===== config.mk =====
export PLATFORM = sky130hd
export DESIGN_NAME = pfc_gate_ctrl
export DESIGN_NICKNAME = d
export VERILOG_FILES = /design/src/rtl/pfc_pkg.sv /design/src/rtl/pfc_mode_fsm.sv /design/src/rtl/pfc_recip_lut.sv /design/src/rtl/pfc_timing_calc.sv /design/src/rtl/pfc_cycle_engine.sv /design/src/rtl/pfc_gate_ctrl.sv
export SDC_FILE = /design/constraint.sdc
export NUM_CORES = 1
export LEC_CHECK = 0
export ABC_AREA = 1
export BUFFER_PORTS_ARGS = -buffer_cell sky130_fd_sc_hd__buf_2
export CAP_MARGIN = 20
export CORE_UTILIZATION = 35
export CTS_CLUSTER_DIAMETER = 60
export CTS_CLUSTER_SIZE = 14
export DETAILED_ROUTE_END_ITERATION = 12
export GPL_TIMING_DRIVEN = 0
export SYNTH_ARGS = -nofsm -noshare
export SYNTH_HDL_FRONTEND = slang
export SYNTH_SLANG_ARGS = --single-unit

===== constraint.sdc =====
create_clock -name clk -period 7.7 [get_ports clk]
set_input_delay 0.77 -clock clk [delete_from_list [all_inputs] [get_ports clk]]
set_output_delay 0.77 -clock clk [all_outputs]
set_load 0.02 [all_outputs]

===== src/rtl/pfc_pkg.sv =====
package pfc_pkg;
    typedef enum logic [1:0] {
        MODE_STARTUP = 2'd0,
        MODE_NORMAL  = 2'd1,
        MODE_BURST   = 2'd2
    } pfc_mode_e;
endpackage


===== src/rtl/pfc_mode_fsm.sv =====
module pfc_mode_fsm
    import pfc_pkg::*;
#(
    parameter int unsigned LW          = 8,
    parameter int unsigned NORM_ENTER  = 99,
    parameter int unsigned UV_LEVEL    = 90,
    parameter int unsigned BURST_ENTER = 5,
    parameter int unsigned BURST_EXIT  = 8
) (
    input  logic          clk,
    input  logic          rst_n,
    input  logic [LW-1:0] vout_pct,
    input  logic [LW-1:0] load_pct,
    output pfc_mode_e     mode
);
    pfc_mode_e mode_nx;

    always_ff @(posedge clk) begin
        if (!rst_n) mode <= MODE_STARTUP;
        else        mode <= mode_nx;
    end

    always_comb begin
        mode_nx = mode;
        unique case (mode)
            MODE_STARTUP: if (vout_pct >= LW'(NORM_ENTER)) mode_nx = MODE_NORMAL;
            MODE_NORMAL: begin
                if (vout_pct < LW'(UV_LEVEL))          mode_nx = MODE_STARTUP;
                else if (load_pct < LW'(BURST_ENTER))  mode_nx = MODE_BURST;
            end
            MODE_BURST: begin
                if (vout_pct < LW'(UV_LEVEL))          mode_nx = MODE_STARTUP;
                else if (load_pct >= LW'(BURST_EXIT))  mode_nx = MODE_NORMAL;
            end
            default: mode_nx = MODE_STARTUP;
        endcase
    end
endmodule


===== src/rtl/pfc_recip_lut.sv =====
module pfc_recip_lut #(
    parameter int unsigned LW    = 8,
    parameter int unsigned TW    = 12,
    parameter int unsigned OCP_K = 4000
) (
    input  logic [LW-1:0] code,
    output logic [TW-1:0] cap
);
    localparam int unsigned NE   = 2 ** LW;
    localparam int unsigned TMAX = (2 ** TW) - 1;

    logic [TW-1:0] tbl [NE];

    for (genvar i = 0; i < NE; i++) begin : g_ent
        localparam int unsigned QUO = OCP_K / ((i == 0) ? 1 : i);
        localparam int unsigned ENT = (i == 0 || QUO > TMAX) ? TMAX : QUO;
        assign tbl[i] = TW'(ENT);
    end

    assign cap = tbl[code];
endmodule


===== src/rtl/pfc_timing_calc.sv =====
module pfc_timing_calc
    import pfc_pkg::*;
#(
    parameter int unsigned LW       = 8,
    parameter int unsigned TW       = 12,
    parameter int unsigned PER_MIN  = 60,
    parameter int unsigned PER_MAX  = 180,
    parameter int unsigned TON_MIN  = 6,
    parameter int unsigned OCP_K    = 4000,
    parameter int unsigned SU_GAIN  = 64,
    parameter int unsigned DUTY_NUM = 171,
    parameter int unsigned DUTY_SH  = 8
) (
    input  pfc_mode_e     mode,
    input  logic [LW-1:0] vline,
    input  logic [TW-1:0] ton_cmd,
    output logic [TW-1:0] per_next,
    output logic [TW-1:0] ton_next
);
    localparam int unsigned WX   = TW + LW + 8;
    localparam int unsigned LMAX = (2 ** LW) - 1;

    logic [TW-1:0] ocp_cap;
    logic [WX-1:0] per_w, raw_w, duty_w, ton_w;

    pfc_recip_lut #(.LW(LW), .TW(TW), .OCP_K(OCP_K)) u_lut (
        .code (vline),
        .cap  (ocp_cap)
    );

    always_comb begin
        if (mode == MODE_STARTUP) begin
            per_w = WX'(PER_MAX);
            raw_w = (WX'(vline) * WX'(SU_GAIN)) >> LW;
        end else begin
            per_w = WX'(PER_MIN) + ((WX'(PER_MIN) * WX'(LW'(LMAX) - vline)) >> LW);
            if (per_w > WX'(PER_MAX)) per_w = WX'(PER_MAX);
            raw_w = WX'(ton_cmd);
        end
        duty_w = (per_w * WX'(DUTY_NUM)) >> DUTY_SH;
        ton_w  = raw_w;
        if (ton_w > WX'(ocp_cap)) ton_w = WX'(ocp_cap);
        if (ton_w > duty_w)       ton_w = duty_w;
        if (ton_w < WX'(TON_MIN)) ton_w = WX'(TON_MIN);
    end

    assign per_next = TW'(per_w);
    assign ton_next = TW'(ton_w);
endmodule


===== src/rtl/pfc_cycle_engine.sv =====
module pfc_cycle_engine #(
    parameter int unsigned TW = 12
) (
    input  logic          clk,
    input  logic          rst_n,
    input  logic          force_off,
    input  logic [TW-1:0] per_next,
    input  logic [TW-1:0] ton_next,
    input  logic          fire_next,
    output logic          gate,
    output logic          cyc_stb
);
    logic [TW-1:0] cnt, per_r, ton_r;
    logic          fire_r, run;
    logic          cyc_start;

    assign cyc_start = !force_off && (!run || (cnt == per_r - TW'(1)));

    always_ff @(posedge clk) begin
        if (!rst_n) begin
            run    <= 1'b0;
            cnt    <= '0;
            per_r  <= '0;
            ton_r  <= '0;
            fire_r <= 1'b0;
        end else if (force_off) begin
            run <= 1'b0;
            cnt <= '0;
        end else if (cyc_start) begin
            run    <= 1'b1;
            cnt    <= '0;
            per_r  <= per_next;
            ton_r  <= ton_next;
            fire_r <= fire_next;
        end else begin
            cnt <= cnt + TW'(1);
        end
    end

    assign gate    = run && fire_r && (cnt < ton_r) && !force_off;
    assign cyc_stb = run && (cnt == '0) && !force_off;
endmodule


===== src/rtl/pfc_gate_ctrl.sv =====
module pfc_gate_ctrl
    import pfc_pkg::*;
#(
    parameter int unsigned LW          = 8,
    parameter int unsigned TW          = 12,
    parameter int unsigned PER_MIN     = 60,
    parameter int unsigned PER_MAX     = 180,
    parameter int unsigned TON_MIN     = 6,
    parameter int unsigned OCP_K       = 4000,
    parameter int unsigned SU_GAIN     = 64,
    parameter int unsigned DUTY_NUM    = 171,
    parameter int unsigned DUTY_SH     = 8,
    parameter int unsigned NORM_ENTER  = 99,
    parameter int unsigned UV_LEVEL    = 90,
    parameter int unsigned BURST_ENTER = 5,
    parameter int unsigned BURST_EXIT  = 8,
    parameter int unsigned BURST_SKIP  = 3
) (
    input  logic          clk,
    input  logic          rst_n,
    input  logic [LW-1:0] vout_pct,
    input  logic [LW-1:0] vline_code,
    input  logic [TW-1:0] ton_cmd,
    input  logic [LW-1:0] load_pct,
    input  logic          line_sync,
    input  logic          force_off,
    output logic          gate_o,
    output logic          cyc_stb_o,
    output logic [1:0]    mode_o
);
    localparam int unsigned BW = $clog2(BURST_SKIP + 2);

    pfc_mode_e     mode;
    logic [BW-1:0] bcnt;
    logic [TW-1:0] per_next, ton_next;
    logic          fire_next;

    pfc_mode_fsm #(
        .LW(LW), .NORM_ENTER(NORM_ENTER), .UV_LEVEL(UV_LEVEL),
        .BURST_ENTER(BURST_ENTER), .BURST_EXIT(BURST_EXIT)
    ) u_fsm (
        .clk      (clk),
        .rst_n    (rst_n),
        .vout_pct (vout_pct),
        .load_pct (load_pct),
        .mode     (mode)
    );

    // line-cycle skip counter for burst operation
    always_ff @(posedge clk) begin
        if (!rst_n || mode != MODE_BURST) bcnt <= '0;
        else if (line_sync) bcnt <= (bcnt == BW'(BURST_SKIP)) ? '0 : bcnt + BW'(1);
    end

    assign fire_next = (mode != MODE_BURST) || (bcnt == '0);

    pfc_timing_calc #(
        .LW(LW), .TW(TW), .PER_MIN(PER_MIN), .PER_MAX(PER_MAX),
        .TON_MIN(TON_MIN), .OCP_K(OCP_K), .SU_GAIN(SU_GAIN),
        .DUTY_NUM(DUTY_NUM), .DUTY_SH(DUTY_SH)
    ) u_calc (
        .mode     (mode),
        .vline    (vline_code),
        .ton_cmd  (ton_cmd),
        .per_next (per_next),
        .ton_next (ton_next)
    );

    pfc_cycle_engine #(.TW(TW)) u_eng (
        .clk       (clk),
        .rst_n     (rst_n),
        .force_off (force_off),
        .per_next  (per_next),
        .ton_next  (ton_next),
        .fire_next (fire_next),
        .gate      (gate_o),
        .cyc_stb   (cyc_stb_o)
    );

    assign mode_o = mode;
endmodule


==> flow_metrics.env <==
export IMPL_synth_area_sq_um=6887
export IMPL_slew_headroom_pct=52.18
export IMPL_ctsHoldBuffers=0
export IMPL_overall_via_count_from_detail_route=7267
export IMPL_worstSkewPairLatency_ns=0.28
export IMPL_cts_sinks=39
export IMPL_synth_lib_cells_used_distinct=50
export IMPL_maxClockFrequency_mhz=127.8
export IMPL_fillers=2012
export IMPL_core_area_sq_um=19020
export IMPL_num_antenna_cells=0
export IMPL_synthToLayoutAreaGrowth_pct=26.93
export IMPL_cp_max_fo=9
export IMPL_die_h_um=142.3
export IMPL_clk_transition_reported_paths_ns=0.06
export IMPL_avgRoutedWirePerCell_um=14.44
export IMPL_synth_top_cells_by_count="sky130_fd_sc_hd__nand2_1 (245), sky130_fd_sc_hd__inv_1 (160), sky130_fd_sc_hd__ha_1 (116)"
export IMPL_rsz0062_at_grt="yes"
export IMPL_proportion_of_layout_cells_with_a_drive_suffix_above_1_pct=23.97
export IMPL_critical_path_required_ns=7.87
export IMPL_floorplan_io_pins=44
export IMPL_ys_ff_latch=39
export IMPL_yosys_top_cells_area="sky130_fd_sc_hd__ha_1 (21%), sky130_fd_sc_hd__nand2_1 (13%), sky130_fd_sc_hd__dfxtp_1 (11%), sky130_fd_sc_hd__inv_1 (8.7%), sky130_fd_sc_hd__fa_1 (7.0%)"
export IMPL_timing_hold_worst_class="flop to flop"
export IMPL_area_occupied_by_multi_input_gates_sq_um=5871
export IMPL_violated_checks="negative setup slack"
export IMPL_finalSetupViolCount=3
export IMPL_ys_dominant_reg_cell="sky130_fd_sc_hd__dfxtp_1"
export IMPL_crit_top_cell="sky130_fd_sc_hd__inv_2"
export IMPL_timing_final_hold_violations=0
export IMPL_cpPeakStageDelay_ns=0.56
export IMPL_postRouteAntennaNets=0
export IMPL_synth_avg_cell_area_sq_um=6.454
export IMPL_route_detailed_vias_per_inst=5.118
export IMPL_clockBufferDepth=2
export IMPL_crit_path_start_kind="input port"
export IMPL_globalRoute_totalOverflow=0
export IMPL_number_of_drc_markers_after_the_initial_detailed_route_iteration=417
export IMPL_die_x_um=142.3
export IMPL_timing_final_crit_share_pct=101.6
export IMPL_ys_warnings_count=0
export IMPL_synth_edf_count=0
export IMPL_cts_htree_levels=2
export IMPL_layout_setup_ws_ns=-0.1234
export IMPL_post_synth_top_area_fraction_pct=21.08
export IMPL_cts_made_buffers=5
export IMPL_async_flop_share_pct=0
export IMPL_layout_min_cycle_time_ns=7.823
export IMPL_global_route_wire_length_before_repair_um=33220
export IMPL_seq_area_frac_synth_pct=11.34
export IMPL_clock_skew_final_ns=0.003263
export IMPL_globalplace_congestion=0.9607
export IMPL_arr_time_crit_path_ns=8.00
export IMPL_timing_max_cap_violations=0
export IMPL_status="complete, but fails checks"
export IMPL_synth_nets=1247
export IMPL_routed_wl_um=20510
export IMPL_finalNetCount=1339
export IMPL_die_area_sq_um=20240
export IMPL_dr_pass1_iters=5
export IMPL_first_global_vias=6943
export IMPL_number_of_antenna_violations_at_the_first_check_in_global_routing=0
export IMPL_detailedPlace_worstSlack_ns=-1.202
export IMPL_synth_cells=1067
export IMPL_worst_pin_slew_ns=0.7173
export IMPL_worst_setup_path_type="input port to flop"
export IMPL_synth_area_leader_cell="sky130_fd_sc_hd__ha_1"
export IMPL_num_rows=50
export IMPL_synth_most_common_cell="sky130_fd_sc_hd__nand2_1"
export IMPL_drc=0
export IMPL_layout_area_seq_sq_um=780.7
export IMPL_worst_path_max_delay_cell="sky130_fd_sc_hd__fa_1"
export IMPL_grt_util_all_layers_pct=20.32
export IMPL_kind_of_end_point_of_the_critical_path="flop"
export IMPL_clockRootBuffer="sky130_fd_sc_hd__clkbuf_16"
export IMPL_clock_tree_from_tritoncts="done"
export IMPL_detailed_place_hpwl_um=16240
export IMPL_drv_slew=0
export IMPL_io_buffers=43
export IMPL_grt_max_degree=36
export IMPL_floorplan_initialDensity_pct=36.21
-- through the flow --
| step | hold slack [ns] | setup TNS, ns | instance area [sq um] | utilization (%) | instances |
|---|---|---|---|---|---|
| global placement | 0.4473 | -8.235 | 7586 | 39.89 | 1370 |
| detailed placement | 0.4568 | -8.759 | 7586 | 39.89 | 1370 |
| finish | 0.4622 | -0.2456 | 8741 | 45.96 | 1420 |
| floorplan | 0.4299 | -0.1327 | 7046 | - | 1067 |
| global route | 0.4831 | -3.026 | 8741 | 45.96 | 1420 |
| CTS | 0.4654 | -0.4893 | 8107 | 42.63 | 1393 |
-- state kept, by name, indices dropped and copies added (netlist names) --
signal and flops:
bcnt 3, u_eng.cnt 12, u_eng.fire_r 1, u_eng.per_r 8, u_eng.run 1, u_eng.ton_r 12, u_fsm.mode 2
-- layout make-up --
type | count | share of cell area, %
sequential | 39 | 8.932
clock inverter | 3 | 0.7730
inverter | 184 | 8.546
timing repair inverter | 1 | 0.1288
tap | 260 | 3.722
clock buffer | 5 | 1.431
buffer | 20 | 1.589
multi-input combinational | 819 | 67.16
timing repair buffer | 89 | 7.715
-- routing by layer --
layer	routed length, um	track usage (%)
met5	0	0
met4	340	4.527
met3	1108	2.658
met2	8973	33.75
met1	10080	27.83
-- placed cells by master (no fill, tap or decap), types with 11 or more instances in the layout --
master	count
sky130_fd_sc_hd__inv_2	33
sky130_fd_sc_hd__nand2_2	26
sky130_fd_sc_hd__o21ai_1	25
sky130_fd_sc_hd__nand4_1	19
sky130_fd_sc_hd__a21oi_2	15
sky130_fd_sc_hd__inv_1	140
sky130_fd_sc_hd__o21ai_0	38
sky130_fd_sc_hd__nand3_2	14
sky130_fd_sc_hd__nor3_1	18
sky130_fd_sc_hd__buf_2	44
sky130_fd_sc_hd__fa_1	24
sky130_fd_sc_hd__o211ai_1	12
sky130_fd_sc_hd__nor2_1	76
sky130_fd_sc_hd__dfxtp_1	39
sky130_fd_sc_hd__buf_4	46
sky130_fd_sc_hd__ha_4	18
sky130_fd_sc_hd__a21oi_1	52
sky130_fd_sc_hd__nand3_1	70
sky130_fd_sc_hd__ha_1	97
sky130_fd_sc_hd__nand2_1	215
sky130_fd_sc_hd__xor2_1	11
-- worst paths after layout --
check	cells past startpoint	slack [ns]	to	start
worst max-delay path	48	-0.12	u_eng.ton_r[0]$_SDFFE_PN0P_	vline_code[3]
worst min-delay path	2	0.46	u_eng.ton_r[10]$_SDFFE_PN0P_	u_eng.ton_r[10]$_SDFFE_PN0P_
worst max register to register	34	1.51	u_eng.ton_r[0]$_SDFFE_PN0P_	u_fsm.mode[1]$_SDFFE_PN0P_
worst min register to register	2	0.46	u_eng.ton_r[10]$_SDFFE_PN0P_	u_eng.ton_r[10]$_SDFFE_PN0P_
-- logic make-up after synthesis --
family | Yosys count | synth area share, %
AOI/OAI and AO/OA | 180 | 15.03
xor gates and xnor gates | 13 | 1.653
buffers and inverters | 211 | 12.95
and+or+nand+nor | 484 | 30.98
adders and majority gates | 140 | 28.05
DFF | 39 | 11.34
-- worst max-delay path: cells and delay by family --
family | cells | cell delay [ns]
AO/OA/AOI/OAI | 5 | 0.81
adder cells (fa/ha/maj) | 8 | 3.20
AND/OR/NAND/NOR | 23 | 2.38
buffers and inverters | 12 | 0.80
-- repair_timing --
item / in CTS / in global routing
setup endpoints to repair: 9 / 9
cloned: 3 / 1
setup buffers: 17 / 28
resized for setup: 46 / 108
pin swaps: 29 / 68
Power is not shown: default switching activity piles up to over one toggle a cycle in this logic, so the estimate is an artifact.
